<file path="src/rtl/dwr_pkg.sv">
package dwr_pkg;
  typedef enum logic [2:0] {
    S_IDLE,
    S_RX,
    S_ACK,
    S_TX,
    S_MACK
  } bus_state_t;

  typedef enum logic [1:0] {
    P_ADDR,
    P_FIRST,
    P_COUNT,
    P_DATA
  } rx_phase_t;

  typedef enum logic {
    M_PTR,
    M_BLOCK
  } frame_mode_t;
endpackage

</file>
<file path="src/rtl/dwr_bus_sync.sv">
module dwr_bus_sync #(
  parameter int STAGES = 2
) (
  input  logic clk,
  input  logic rst,
  input  logic scl_i,
  input  logic sda_i,
  output logic scl_s,
  output logic sda_s,
  output logic scl_rise,
  output logic scl_fall,
  output logic start_det,
  output logic stop_det
);
  logic [STAGES-1:0] scl_ff;
  logic [STAGES-1:0] sda_ff;
  logic              scl_d;
  logic              sda_d;

  generate
    if (STAGES == 1) begin : g_one
      always_ff @(posedge clk) begin
        if (rst) begin
          scl_ff <= '1;
          sda_ff <= '1;
        end else begin
          scl_ff <= scl_i;
          sda_ff <= sda_i;
        end
      end
    end else begin : g_chain
      always_ff @(posedge clk) begin
        if (rst) begin
          scl_ff <= '1;
          sda_ff <= '1;
        end else begin
          scl_ff <= {scl_ff[STAGES-2:0], scl_i};
          sda_ff <= {sda_ff[STAGES-2:0], sda_i};
        end
      end
    end
  endgenerate

  always_ff @(posedge clk) begin
    if (rst) begin
      scl_d <= 1'b1;
      sda_d <= 1'b1;
    end else begin
      scl_d <= scl_ff[STAGES-1];
      sda_d <= sda_ff[STAGES-1];
    end
  end

  assign scl_s     = scl_ff[STAGES-1];
  assign sda_s     = sda_ff[STAGES-1];
  assign scl_rise  = scl_s & ~scl_d;
  assign scl_fall  = ~scl_s & scl_d;
  // data edges while the clock is held high are bus events
  assign start_det = scl_s & scl_d & sda_d & ~sda_s;
  assign stop_det  = scl_s & scl_d & ~sda_d & sda_s;
endmodule

</file>
<file path="src/rtl/dwr_reg_bank.sv">
module dwr_reg_bank #(
  parameter int              NREG    = 3,
  parameter int              DW      = 8,
  parameter logic [DW-1:0]   RST_VAL = '1,
  localparam int             IW      = (NREG > 1) ? $clog2(NREG) : 1
) (
  input  logic                 clk,
  input  logic                 rst,
  input  logic                 wr_en,
  input  logic [IW-1:0]        wr_idx,
  input  logic [DW-1:0]        wr_data,
  input  logic [IW-1:0]        rd_idx,
  output logic [DW-1:0]        rd_data,
  output logic [NREG*DW-1:0]   regs_flat
);
  logic [DW-1:0] bank [NREG];

  generate
    for (genvar i = 0; i < NREG; i++) begin : g_reg
      always_ff @(posedge clk) begin
        if (rst) begin
          bank[i] <= RST_VAL;
        end else if (wr_en && (wr_idx == IW'(i))) begin
          bank[i] <= wr_data;
        end
      end
      assign regs_flat[i*DW +: DW] = bank[i];
    end
  endgenerate

  always_comb begin
    rd_data = '0;
    for (int k = 0; k < NREG; k++) begin
      if (rd_idx == IW'(k)) rd_data = bank[k];
    end
  end
endmodule

</file>
<file path="src/rtl/dwr_link_engine.sv">
module dwr_link_engine
  import dwr_pkg::*;
#(
  parameter int          NREG        = 3,
  parameter int          DW          = 8,
  parameter logic [6:0]  BLK_ADDR    = 7'h69,
  parameter logic [6:0]  PTR_ADDR    = 7'h58,
  parameter logic [6:0]  PTR_DC_MASK = 7'h04,
  localparam int         IW          = (NREG > 1) ? $clog2(NREG) : 1,
  localparam int         CW          = $clog2(DW + 1)
) (
  input  logic           clk,
  input  logic           rst,
  input  logic           scl_rise,
  input  logic           scl_fall,
  input  logic           sda_s,
  input  logic           start_det,
  input  logic           stop_det,
  input  logic [DW-1:0]  rd_data,
  output logic           sda_oe,
  output logic           wr_en,
  output logic [IW-1:0]  wr_idx,
  output logic [DW-1:0]  wr_data,
  output logic [IW-1:0]  ptr
);
  localparam logic [DW-1:0] NREG_B = DW'(NREG);
  localparam logic [CW-1:0] FULL   = CW'(DW);

  bus_state_t  state;
  rx_phase_t   phase;
  frame_mode_t mode;
  logic [CW-1:0] cnt;
  logic [DW-1:0] shreg;
  logic [DW-1:0] txsh;
  logic          to_tx;
  logic          count_pend;
  logic          mack;

  logic          hit_blk;
  logic          hit_ptr;
  logic [IW-1:0] ld_ptr;
  logic [DW-1:0] tx_byte;

  function automatic logic [IW-1:0] ptr_next(input logic [IW-1:0] p);
    return (p == IW'(NREG - 1)) ? '0 : p + 1'b1;
  endfunction

  assign hit_blk = (shreg[DW-1:DW-7] == BLK_ADDR);
  assign hit_ptr = (((shreg[DW-1:DW-7] ^ PTR_ADDR) & ~PTR_DC_MASK) == 7'd0);
  assign ld_ptr  = (shreg < NREG_B) ? shreg[IW-1:0] : '0;
  assign tx_byte = count_pend ? NREG_B : rd_data;

  always_ff @(posedge clk) begin
    if (rst) begin
      state      <= S_IDLE;
      phase      <= P_ADDR;
      mode       <= M_PTR;
      cnt        <= '0;
      shreg      <= '0;
      txsh       <= '0;
      to_tx      <= 1'b0;
      count_pend <= 1'b0;
      mack       <= 1'b0;
      sda_oe     <= 1'b0;
      wr_en      <= 1'b0;
      wr_idx     <= '0;
      wr_data    <= '0;
      ptr        <= '0;
    end else begin
      wr_en <= 1'b0;
      if (start_det) begin
        state  <= S_RX;
        phase  <= P_ADDR;
        cnt    <= '0;
        sda_oe <= 1'b0;
      end else if (stop_det) begin
        state  <= S_IDLE;
        sda_oe <= 1'b0;
      end else begin
        unique case (state)
          S_IDLE: ;
          S_RX: begin
            if (scl_rise && (cnt != FULL)) begin
              shreg <= {shreg[DW-2:0], sda_s};
              cnt   <= cnt + 1'b1;
            end else if (scl_fall && (cnt == FULL)) begin
              cnt <= '0;
              unique case (phase)
                P_ADDR: begin
                  if (hit_blk || hit_ptr) begin
                    mode   <= hit_blk ? M_BLOCK : M_PTR;
                    sda_oe <= 1'b1;
                    state  <= S_ACK;
                    if (hit_blk) ptr <= '0;
                    if (shreg[0]) begin
                      to_tx      <= 1'b1;
                      count_pend <= hit_blk;
                    end else begin
                      to_tx <= 1'b0;
                      phase <= P_FIRST;
                    end
                  end else begin
                    state <= S_IDLE;
                  end
                end
                P_FIRST: begin
                  if (mode == M_PTR) begin
                    ptr    <= ld_ptr;
                    phase  <= P_DATA;
                    sda_oe <= 1'b1;
                    state  <= S_ACK;
                  end else if (shreg == '0) begin
                    ptr    <= '0;
                    phase  <= P_COUNT;
                    sda_oe <= 1'b1;
                    state  <= S_ACK;
                  end else begin
                    state <= S_IDLE;
                  end
                end
                P_COUNT: begin
                  phase  <= P_DATA;
                  sda_oe <= 1'b1;
                  state  <= S_ACK;
                end
                P_DATA: begin
                  wr_en   <= 1'b1;
                  wr_idx  <= ptr;
                  wr_data <= shreg;
                  ptr     <= ptr_next(ptr);
                  sda_oe  <= 1'b1;
                  state   <= S_ACK;
                end
                default: state <= S_IDLE;
              endcase
            end
          end
          S_ACK: begin
            if (scl_fall) begin
              cnt <= '0;
              if (to_tx) begin
                txsh   <= tx_byte;
                sda_oe <= ~tx_byte[DW-1];
                if (count_pend) count_pend <= 1'b0;
                else            ptr        <= ptr_next(ptr);
                state  <= S_TX;
              end else begin
                sda_oe <= 1'b0;
                state  <= S_RX;
              end
            end
          end
          S_TX: begin
            if (scl_rise && (cnt != FULL)) begin
              cnt <= cnt + 1'b1;
            end else if (scl_fall) begin
              if (cnt == FULL) begin
                sda_oe <= 1'b0;
                state  <= S_MACK;
              end else begin
                txsh   <= {txsh[DW-2:0], 1'b0};
                sda_oe <= ~txsh[DW-2];
              end
            end
          end
          S_MACK: begin
            if (scl_rise) begin
              mack <= ~sda_s;
            end else if (scl_fall) begin
              cnt <= '0;
              if (mack) begin
                txsh   <= tx_byte;
                sda_oe <= ~tx_byte[DW-1];
                if (count_pend) count_pend <= 1'b0;
                else            ptr        <= ptr_next(ptr);
                state  <= S_TX;
              end else begin
                state <= S_IDLE;
              end
            end
          end
          default: state <= S_IDLE;
        endcase
      end
    end
  end
endmodule

</file>
<file path="src/rtl/twowire_ctrl_slave.sv">
module twowire_ctrl_slave #(
  parameter int          NREG        = 3,
  parameter int          DW          = 8,
  parameter int          SYNC_STAGES = 2,
  parameter logic [6:0]  BLK_ADDR    = 7'h69,
  parameter logic [6:0]  PTR_ADDR    = 7'h58,
  parameter logic [6:0]  PTR_DC_MASK = 7'h04,
  parameter logic [7:0]  RST_VAL     = 8'hFF,
  localparam int         IW          = (NREG > 1) ? $clog2(NREG) : 1
) (
  input  logic                clk,
  input  logic                rst,
  input  logic                scl_i,
  input  logic                sda_i,
  output logic                sda_oe_o,
  output logic [NREG*DW-1:0]  regs_o
);
  logic          scl_s;
  logic          sda_s;
  logic          scl_rise;
  logic          scl_fall;
  logic          start_det;
  logic          stop_det;
  logic          bank_wr;
  logic [IW-1:0] bank_wr_idx;
  logic [DW-1:0] bank_wr_data;
  logic [IW-1:0] bank_ptr;
  logic [DW-1:0] bank_rd_data;

  dwr_bus_sync #(.STAGES(SYNC_STAGES)) u_sync (
    .clk       (clk),
    .rst       (rst),
    .scl_i     (scl_i),
    .sda_i     (sda_i),
    .scl_s     (scl_s),
    .sda_s     (sda_s),
    .scl_rise  (scl_rise),
    .scl_fall  (scl_fall),
    .start_det (start_det),
    .stop_det  (stop_det)
  );

  dwr_link_engine #(
    .NREG        (NREG),
    .DW          (DW),
    .BLK_ADDR    (BLK_ADDR),
    .PTR_ADDR    (PTR_ADDR),
    .PTR_DC_MASK (PTR_DC_MASK)
  ) u_engine (
    .clk       (clk),
    .rst       (rst),
    .scl_rise  (scl_rise),
    .scl_fall  (scl_fall),
    .sda_s     (sda_s),
    .start_det (start_det),
    .stop_det  (stop_det),
    .rd_data   (bank_rd_data),
    .sda_oe    (sda_oe_o),
    .wr_en     (bank_wr),
    .wr_idx    (bank_wr_idx),
    .wr_data   (bank_wr_data),
    .ptr       (bank_ptr)
  );

  dwr_reg_bank #(
    .NREG    (NREG),
    .DW      (DW),
    .RST_VAL (DW'(RST_VAL))
  ) u_bank (
    .clk       (clk),
    .rst       (rst),
    .wr_en     (bank_wr),
    .wr_idx    (bank_wr_idx),
    .wr_data   (bank_wr_data),
    .rd_idx    (bank_ptr),
    .rd_data   (bank_rd_data),
    .regs_flat (regs_o)
  );
endmodule

</file>
<file path="config.mk">
export PLATFORM = sky130hd
export DESIGN_NAME = twowire_ctrl_slave
export DESIGN_NICKNAME = d
export VERILOG_FILES = /design/src/rtl/dwr_pkg.sv /design/src/rtl/dwr_bus_sync.sv /design/src/rtl/dwr_reg_bank.sv /design/src/rtl/dwr_link_engine.sv /design/src/rtl/twowire_ctrl_slave.sv
export SDC_FILE = /design/constraint.sdc
export NUM_CORES = 1
export LEC_CHECK = 0
export ABC_AREA = 0
export BUFFER_PORTS_ARGS = -buffer_cell sky130_fd_sc_hd__buf_2
export CAP_MARGIN = 20
export CORE_MARGIN = 1
export CORE_UTILIZATION = 35
export CTS_CLUSTER_SIZE = 24
export DETAILED_ROUTE_END_ITERATION = 8
export PLACE_DENSITY = 0.55
export SYNTH_ARGS = -nofsm -noshare
export SYNTH_HDL_FRONTEND = slang
export SYNTH_SLANG_ARGS = --single-unit
</file>
<file path="constraint.sdc">
create_clock -name clk -period 2.4 [get_ports clk]
set_input_delay 0.48 -clock clk [delete_from_list [all_inputs] [get_ports clk]]
set_output_delay 0.48 -clock clk [all_outputs]
set_load 0.03 [all_outputs]
</file>
==> impl_metrics.ini <==
[floorplanning]
coreArea_um2 = 9910
die_h_um = 104.0
design.die.area_um2 = 10820
fp-row-count = 36
ios = 29
start_util_pct = 36.74
die_w_um = 104.0

[synthesis]
synth_flop_cell = dfxtp_1
avgSynthCellArea_um2 = 9.556
synth_compound_area_share_pct = 18.11
syn-num-nets = 392
synthAdderAreaFrac_pct = 2.405
synth_top_family_by_area = simple AND/OR/NAND/NOR gates
synth-simple-area-share_pct = 22.37
synth-xor-area-share_pct = 0.2405
ys_ff_latch = 72
synth_top_area_share_pct = 26.39
yosysUniqueCellTypes = 65
synth_edf_count = 24
synth_common_cells = 48 x dfxtp_1, 32 x nand2_1, 30 x nor2_1
synth.cell_area_um2 = 3641
synth_cells = 381
yosysWarnings = 0
seq_area_frac_synth_pct = 46.19
ys_async_sr_fraction_pct = 0
synth_area_leaders = dfxtp_1 26%, edfxtp_1 20%, mux2i_1 4.9%
synth_mux_area_share_pct = 6.495
yosys.area.top_type = dfxtp_1
synth_most_common_cell = dfxtp_1

[timing]
setup_slack_ps = 204.9
setup_viol = 0
rsz0062_at_grt = no
slew_headroom_pct = 44.93
fin_skew_ps = 10.22
fin_crit_ps = 2195
maxSlewViolCount = 0
setup_tns_ps = 0
final-hold-violation-count = 0
post-route-period-util_pct = 91.46
tightest_slew_ps = 824.3
fmax_mhz = 455.6

[clocking]
ctsResizeCount = 0
clockRootBuffer = clkbuf_8
ctsLongestPathBuffers = 2
clkTransAtPathRegs_ps = 80
numClockSinks = 72
cts_tree = built
clkLatencyLatePin_ps = 350
cts_setup_buffers = 0
cts-hold-fix-buffers = 0
cts_made_buffers = 9
htree_levels = 3

[setup_path]
criticalPathCategory = flop to flop
crit_chain = or4_4 -> o311ai_4 -> o31ai_2 -> a2111oi_4 -> mux2_1
worstRegToRegCells = 5
cp_max_fo = 5
slowest_delay_ps = 590
crit_path_start_kind = flop
arrival_ps = 2430
crit_slowest_cell = or4_4
critical_path_required_ps = 2640
endpoint_kind = flop

[placed_design]
place_ws_ps = 197.7
dp_cells = 532
hpwlAfterDp_um = 6125
numPortBuffers = 28
placed_area_um2 = 3930
place.gp.congestion = 0.7785

[route]
wire_per_inst_um = 15.10
drt_wl_total_um = 8273
first_iter_violations = 114
drcViolationCount = 0
num_vias = 2812
ant_nets = 0
drt_first_pass_iters = 4
routed_via_density = 5.131

[grt]
grt_use_total_pct = 16.60
antenna_found_initial = 0
grt_max_degree = 23
grt_pass1_wl_um = 14150
grt_pass1_vias = 2784
overflow = 0

[layout]
fillers = 1004
drive_gt1_share_pct = 18.80
fin_nets = 421
fin_cells = 548
fin_util_pct = 41.55
final_area_um2 = 4118
num_antenna_cells = 0
syn2layout_area_growth_pct = 13.09

[hold_path]
min_path_type = input pin to flop
min_path_cells = 2

[power]
total_leakage_power_nw = 1.370
irDropWorstVdd_v = 0.0002355
powerDensity_nw_per_um2 = 553.7

[run_status]
status = finished clean

[run]
cap_violations = 0
-- cells by family after synthesis --
group	count (synthesis)
muxes	23
adders and majority gates	7
buffers and inverters	34
DFF	72
xor gates and xnor gates	1
AOI/OAI and AO/OA	94
and+or+nand+nor	150
-- layout make-up --
type	instances	area, um2	area share, %
Multi-Input combinational cell	275	1807	43.88
Sequential cell	72	1682	40.84
Timing Repair Buffer	40	230.2	5.591
Tap cell	133	166.4	4.041
Clock buffer	11	131.4	3.191
Clock inverter	5	56.30	1.367
Inverter	12	45.04	1.094
-- stage by stage --
stage               hold slack (ps)  power, mW
floorplan                     389.5      1.347
global placement              395.0      1.364
detailed placement            396.2      1.364
CTS                           291.3      2.303
global route                  291.4      2.377
finish                        306.3      2.280
-- metal layers --
layer,vias up,global-route usage [%],wire (um)
met2,25,26.57,3918
met4,0,7.959,159
met1,1341,21.94,4061
li1,1436,-,-
met3,10,2.444,134
met5,-,0,0
-- final timing paths --
| check | start | slack, ps | end |
|---|---|---|---|
| setup reg to reg | u_engine.shreg[2] | 200 | u_engine.ptr[1] |
| setup / recovery | u_engine.shreg[2] | 200 | u_engine.ptr[1] |
| hold / removal | scl_i | 310 | u_sync.scl_ff[0] |
| hold reg to reg | u_sync.sda_ff[0] | 410 | u_sync.sda_ff[1] |
-- worst max-delay path: cells and delay by family (launching register included) --
family | cells | cell delay (ps)
flip-flops | 1 | 340
multiplexers | 1 | 360
AND/OR/NAND/NOR | 1 | 590
AO/OA/AOI/OAI | 3 | 800
-- placed cells by master (no fill, tap or decap), types with 9 or more instances in the layout --
master / netlist / layout
nand3_1: 16 / 16
a21oi_1: 27 / 27
nor2_1: 30 / 30
buf_2: 2 / 28
buf_4: 2 / 12
or2_2: 9 / 9
nand2_1: 32 / 32
edfxtp_1: 24 / 24
dfxtp_1: 48 / 48
clkbuf_8: 0 / 9
mux2i_1: 18 / 18
inv_1: 12 / 12
nand2b_1: 27 / 27
o21ai_0: 16 / 16
-- state kept, by name, indices dropped and copies added (netlist names) --
register,count
u_engine.phase,2
u_engine.wr_idx,2
u_sync.scl_d,1
u_engine.wr_en,1
u_engine.state,3
u_engine.txsh,7
u_engine.shreg,8
u_sync.sda_d,1
u_engine.to_tx,1
u_engine.mode,1
u_engine.mack,1
u_engine.wr_data,8
u_engine.cnt,4
u_sync.scl_ff,2
u_bank.bank,24
u_engine.sda_oe,1
u_sync.sda_ff,2
u_engine.ptr,2
u_engine.count_pend,1
-- report_power, final --
group / switching [mW] / total [mW] / internal [mW] / leakage (nW)
clock network: 0.464 / 0.945 / 0.481 / 0.0937
registers: 0.00558 / 1.27 / 1.26 / 0.550
logic: 0.0467 / 0.0696 / 0.0229 / 0.727
Note: power is estimated with default switching activity, not from simulation.
